**src/rtl/spi_flash_reader.sv**
```systemverilog
`timescale 1ns/1ps
module spi_flash_reader #(
  parameter int CLK_DIV     = 4,
  parameter int WAKE_CYCLES = 600,
  parameter int LEN_W       = 12,
  parameter int MEM_BYTES   = 2097152
) (
  input  logic             clk,
  input  logic             rst_n,
  input  logic             req_valid,
  output logic             req_ready,
  input  logic [23:0]      req_addr,
  input  logic [LEN_W-1:0] req_len,
  output logic             req_err,
  output logic             boot_done,
  output logic [7:0]       rd_data,
  output logic             rd_valid,
  input  logic             rd_ready,
  output logic             sck,
  output logic             cs_n,
  output logic             mosi,
  input  logic             miso
);
  localparam int HALF = CLK_DIV / 2;
  localparam int DW   = $clog2(HALF) + 1;
  localparam int WMAX = (WAKE_CYCLES > CLK_DIV) ? WAKE_CYCLES : CLK_DIV;
  localparam int WW   = $clog2(WMAX) + 1;
  localparam int SW   = 40;

  typedef enum logic [2:0] {S_BOOT, S_WAKE, S_WWAIT, S_IDLE, S_CMD, S_DATA, S_GAP} st_t;

  st_t             st;
  logic [DW-1:0]   div;
  logic [WW-1:0]   wcnt;
  logic [SW-1:0]   sh;
  logic [5:0]      bits;
  logic [LEN_W-1:0] left;
  logic [7:0]      rx;
  logic            in_data, shifting, tick, bad;

  assign req_ready = (st == S_IDLE);
  assign boot_done = (st == S_IDLE) || (st == S_CMD) || (st == S_DATA) || (st == S_GAP);
  assign in_data   = (st == S_DATA);
  assign shifting  = (st == S_WAKE) || (st == S_CMD) || (in_data && rd_ready);
  assign tick      = shifting && (div == DW'(HALF - 1));
  assign mosi      = sh[SW-1];
  assign bad       = (req_len == '0) ||
                     (({1'b0, req_addr} + 25'(req_len)) > 25'(MEM_BYTES));

  always_ff @(posedge clk) begin
    if (!rst_n) begin
      st <= S_BOOT;  cs_n <= 1'b1;  sck <= 1'b0;  div <= '0;  wcnt <= '0;
      sh <= '0;  bits <= '0;  left <= '0;  rx <= '0;
      rd_data <= '0;  rd_valid <= 1'b0;  req_err <= 1'b0;
    end else begin
      rd_valid <= 1'b0;
      req_err  <= 1'b0;
      if (shifting) div <= tick ? '0 : div + DW'(1);
      case (st)
        S_BOOT: begin
          sh <= {8'hAB, 32'h0};
          bits <= 6'd8;
          cs_n <= 1'b0;
          div <= '0;
          st <= S_WAKE;
        end
        S_WWAIT:
          if (wcnt == WW'(WAKE_CYCLES - 1)) st <= S_IDLE;
          else wcnt <= wcnt + WW'(1);
        S_GAP:
          if (wcnt == WW'(CLK_DIV - 1)) st <= S_IDLE;
          else wcnt <= wcnt + WW'(1);
        S_IDLE:
          if (req_valid) begin
            if (bad) req_err <= 1'b1;
            else begin
              sh <= {8'h0B, req_addr, 8'h00};
              bits <= 6'd40;
              left <= req_len;
              cs_n <= 1'b0;
              div <= '0;
              st <= S_CMD;
            end
          end
        default:
          if (tick) begin
            if (!sck) begin
              sck  <= 1'b1;
              bits <= bits - 6'd1;
              rx   <= {rx[6:0], miso};
              if (in_data && bits == 6'd1) begin
                rd_valid <= 1'b1;
                rd_data  <= {rx[6:0], miso};
                left     <= left - LEN_W'(1);
              end
            end else begin
              sck <= 1'b0;
              if (bits != 6'd0) sh <= {sh[SW-2:0], 1'b0};
              else if (st == S_WAKE) begin
                cs_n <= 1'b1;  wcnt <= '0;  st <= S_WWAIT;
              end else if (st == S_CMD) begin
                bits <= 6'd8;  st <= S_DATA;
              end else if (left != '0) bits <= 6'd8;
              else begin
                cs_n <= 1'b1;  wcnt <= '0;  st <= S_GAP;
              end
            end
          end
      endcase
    end
  end
endmodule


```
**config.mk**
```make
export PLATFORM = sky130hd
export DESIGN_NAME = spi_flash_reader
export DESIGN_NICKNAME = d
export VERILOG_FILES = /design/src/rtl/spi_flash_reader.sv
export SDC_FILE = /design/constraint.sdc
export NUM_CORES = 1
export LEC_CHECK = 0
export BUFFER_PORTS_ARGS = -buffer_cell sky130_fd_sc_hd__buf_2
export CAP_MARGIN = 20
export CORE_MARGIN = 3
export CORE_UTILIZATION = 60
export CTS_CLUSTER_DIAMETER = 50
export DETAILED_ROUTE_END_ITERATION = 16
export PLACE_DENSITY_LB_ADDON = 0.08
export SLEW_MARGIN = 30
export SYNTH_ARGS = -nofsm -noshare
export SYNTH_HDL_FRONTEND = slang
export SYNTH_SLANG_ARGS = --single-unit
```
**constraint.sdc**
```tcl
create_clock -name clk -period 3.6 [get_ports clk]
set_input_delay 0.18 -clock clk [delete_from_list [all_inputs] [get_ports clk]]
set_output_delay 0.18 -clock clk [all_outputs]
set_load 0.1 [all_outputs]
```
Word level (Yosys, flattened, before mapping)
Cells that the tools add are included.
- flip-flop bits (word level): 93
- input port bits: 41
- output and inout bits: 15
- logic and storage cells: 148
- $add $sub $neg: 5
- $lt $le $gt $ge: 1
- equality and inequality tests: 28
- muxes and demuxes: 58
- bitwise operators: 7
- reductions and logical operators: 37
- operator list (operator ; number):
    40-bit 2-to-1 mux ; 5
    40-bit case mux with 3 select lines ; 1
    11-bit 2-to-1 mux ; 8
    12-bit 2-to-1 mux ; 5
    6-bit 2-to-1 mux ; 8
    11-bit case mux with 3 select lines ; 1
    3-bit 2-to-1 mux ; 10
    24-bit by 12-bit adder with 25-bit output ; 1
    25-bit by 22-bit > comparator with 1-bit output, second input constant ; 1
    12-bit case mux with 2 select lines ; 1
    8-bit AND reduction ; 3
    6-bit case mux with 3 select lines ; 1
    4-bit by 3-bit != test with 1-bit output, second input constant ; 4
    3-bit nonzero test ; 5
    12-bit zero test ; 1
    2-bit != test, second input constant ; 6
    3-bit case mux with 4 select lines ; 1
    6-bit AND reduction ; 2
    12-bit nonzero test ; 1
    12-bit by 1-bit subtractor with 12-bit output, second input constant ; 1
    11-bit by 1-bit adder with 11-bit output, second input constant ; 1
    11-bit by 10-bit equality test with 1-bit output, second input constant ; 1
    11-bit by 2-bit equality test with 1-bit output, second input constant ; 1
    1-bit 2-to-1 mux ; 11
    other kinds (31) ; 56

Logic depth before layout (Yosys ltp)
- word-level depth: 9
- depth in mapped cells: 13

Least setup slack after synthesis
OpenSTA, ideal clock, no wires.
- path type: input to register
- from: in req_addr[0]
- to: reg sh[39]
- setup time: 0.088 ns
- data arrival time: 2.970 ns
- data required time: 3.512 ns
- slack: 0.541 ns
- stages on the path: 13
- buffers on the path: 1
- cell sequence: ha_1 fa_1 a211oi_1 o211ai_1 a41o_1 nor2_1 nand3_2 a211oi_4 nand2_1 a31oi_4 buf_6 nor2_1 a311oi_2
- cells in the longest elaborated chain, start to end: 5
- ends and longest elaborated chain (item ; line ; RTL):
    start, declared ; 12 ; input logic [23:0] req_addr,
    24-bit by 12-bit adder with 25-bit output ; 48 ; (({1'b0, req_addr} + 25'(req_len)) > 25'(MEM_BYTES));
    25-bit by 22-bit > comparator with 1-bit output ; 48 ;
    1-bit logical OR ; 47 ; assign bad = (req_len == '0) ||
    2-bit != test (no source line) ; - ;
    6-bit AND reduction (no source line) ; - ;
    end signal, assigned ; 61 ; sh <= {8'hAB, 32'h0};
    end signal, assigned ; 77 ; sh <= {8'h0B, req_addr, 8'h00};
    end signal, assigned ; 98 ; if (bits != 6'd0) sh <= {sh[SW-2:0], 1'b0};
    end, declared ; 35 ; logic [SW-1:0] sh;
No other way between the ends.
A chain may end at the register's enable or synchronous reset.

Worst setup path in the final report
- from: in req_addr[0]
- to: reg sh[25]
The elaborated chain is that of the path after synthesis.

==> impl_metrics.yaml <==
final_layout:
  fin_area_um2: 5860
  fin_util_pct: 69.9
  layout-drive-gt1-share_pct: 18.4
  final_nets: 744
  final.fill_count: 698
  n_antenna_cell: 0
  area_delta_synth_final_pct: 10.8
  fin_cells: 796
timing:
  fin_crit_ps: 3190
  relSlewSlack_pct: 46.1
  skew_ps: 6.63
  setup_slack_ps: 409
  whs_ps: 84.8
  hold_viol_final: 0
  fmax_ghz: 0.313
  slew_violations: 0
  finalCritPeriodShare_pct: 88.6
  fin_tns_setup_ps: 0
  setup_viol: 0
  rsz0062_at_grt: "false"
  tightest_slew_ps: 808
grt:
  grt_usage_pct: 29.5
  antenna_found_initial: 0
  globalRouteOverflowTotal: 0
  grt_pass1_wl_um: 23700
  grt_max_degree: 41
  grt_pass1_vias: 4761
synthesis:
  synth-seq-area-share_pct: 32.2
  synth-edff-count: 0
  syn-num-nets: 697
  avgSynthCellArea_um2: 8.27
  synth_area_um2: 5290
  synth_area_leader_cell: "dfxtp_1"
  synthCells: 639
  synth_area_leaders: "dfxtp_1, nor2_1, mux2i_1"
  yosysMostFrequentCell: "nor2_1"
  synth_top_cell_area_share_pct: 32.2
  synthTopCellsByCount: "nor2_1, dfxtp_1, nand2_1"
  synth_cell_type_count: 78
  synthFlopType: "dfxtp_1"
  async_flop_share_pct: 0
  ys_seq_elements: 85
  synth_warnings: 0
clocking:
  cts_num_sinks: 85
  cts.clk_slew.worst_paths_ps: 90
  clock-root-buffer: "clkbuf_8"
  post_cts_resized: 0
  cts_setup_buffers: 0
  tritoncts: "done"
  insertion_delay_ps: 360
  h-tree-depth: 3
  cts_buffers: 9
  clockBufferDepth: 2
  hold_buffers: 0
power_and_ir_drop:
  p_per_area_nw_per_um2: 494
  finalPower_mw: 2.90
  vdd_ir_drop_max_mv: 0.375
  swShare_pct: 37.9
  p_clk_share_pct: 24.2
  p_int_mw: 1.80
  power_frac_comb_pct: 35.6
  switchingPower_mw: 1.10
  p_leak_nw: 2.30
  pwr-share-seq_pct: 40.2
critical_path:
  cpMaxStageDelayCell: "fa_1"
  max_stage_delay_ps: 430
  cp.required_ps: 3870
  crit_arrival_ps: 3460
  worst_setup_path_start_kind: "primary input"
  crit_chain: "buf_2, ha_1, fa_1, a211oi_1, o211ai_1, a41o_1, nor2_1, nand3_2, a211oi_4, nand2_1, a31oi_4, buf_12, nor2_1, a211oi_1"
  critPathTopFamily: "compound AO/OA/AOI/OAI gates"
  criticalPathCategory: "in2reg"
  crit_fanout: 40
  critPathBufInv: 2
  end_kind: "register"
place:
  gp_congestion: 0.977
  hpwl_um: 10600
  numPlacedInstances: 780
  portBuffers: 55
  post-place-ws_ps: -5.14
  dpl_cell_area_um2: 5660
floorplanning:
  num_io_pins: 56
  core_area_um2: 8380
  rows: 33
  initial_utilization_pct: 63.1
  dieArea_um2: 9970
  dieHeight_um: 99.9
  die_x_um: 99.9
status:
  status: "finished, final reports clean"
routing:
  drt-total-wl_um: 14100
  wl_per_cell_um: 17.8
  first_iter_violations: 242
  ant_nets: 0
  vias: 4996
  avgViaCountPerCell: 6.28
  dr.pass1.iters: 5
  route.detailed.drc: 0
flow_run:
  drv_cap: 0
worst_hold_path:
  worstHoldPathType: "in2reg"
[cell type report]
type                       count  area, um2  area share [%]
tap                          105        131            2.24
multi-input combinational    501       3320            56.7
inverter                      16       60.1            1.03
clock inverter                 6       70.1            1.20
clock buffer                  10        128            2.18
timing repair buffer          73        448            7.65
sequential                    85       1700            29.1
[power groups by stage]
stage / combinational (mW) / clock (mW) / sequential, mW
3_5_place_dp: 1.02 / 0 / 1.18
5_1_grt: 1.15 / 0.750 / 1.18
4_1_cts: 1.02 / 0.712 / 1.16
3_3_place_gp: 0.987 / 0 / 1.18
6_report: 1.03 / 0.701 / 1.16
2_1_floorplan: 0.795 / 0 / 1.20
[registers in the layout, indices dropped and copies added, names as in the netlist, named ones only]
register and cells:
sck 1, sh 32, div 2, rd_data 8, rd_valid 1, cs_n 1
req_err 1, bits 6, st 2, rx 7, wcnt 11, left 12
[cell families after synthesis]
| logic type | Yosys count | synth area share (%) |
|---|---|---|
| simple gates | 260 | 24.6 |
| mux | 25 | 4.76 |
| fa+ha+maj | 17 | 4.17 |
| xor+xnor | 26 | 4.31 |
| compound gates | 173 | 24.9 |
| buf+inv | 53 | 5.02 |
| flops | 85 | 32.2 |
[worst register-to-register path, stage by stage (launching register included)]
cell and delay, ps:
dfxtp_1 370, or4_1 590, nor3_1 430, a31oi_1 230, o32a_1 440, nor2_1 190
and4_1 280, nand3_1 100, xor2_1 170, nor2_1 50
[layer usage]
layer,track usage (%),part of all wire (%),vias to the layer above
li1,-,-,2446
met1,40.7,45,2357
met2,46.8,47,171
met3,5.00,6.5,22
met4,9.77,1.9,0
met5,0,0,-
[worst paths after layout]
kind,slack (ps),startpoint,endpoint,depth (start not counted)
min reg2reg,460,sh[33]$_SDFFE_PN0P_,sh[34]$_SDFFE_PN0P_,2
max,410,req_addr[0],sh[25]$_SDFFE_PN0P_,14
min,80,miso,rd_data[0]$_SDFFE_PN0P_,3
max reg2reg,630,left[2]$_SDFFE_PN0P_,wcnt[7]$_SDFFE_PN0P_,9
[layout by cell type, fill, tap and decap left out, drive strengths merged, types with 3 or more instances in the layout]
master and count:
or3 6, a21oi 41, o211ai 6, buf 73
nand2 52, a31oi 5, nand3b 3, dfxtp 85
nand4 13, xor2 14, a22oi 24, ha 16
a31o 4, nand2b 11, inv 18, mux2i 24
o21ai 23, nor4 13, a21o 4, nand3 28
a211oi 30, nor2 92, o21a 4, xnor2 12
clkinv 3, nor2b 7, clkbuf 10, and3 11
nor3 17, o221a 3, a311oi 5
Note: power is estimated with default switching activity, not from simulation.
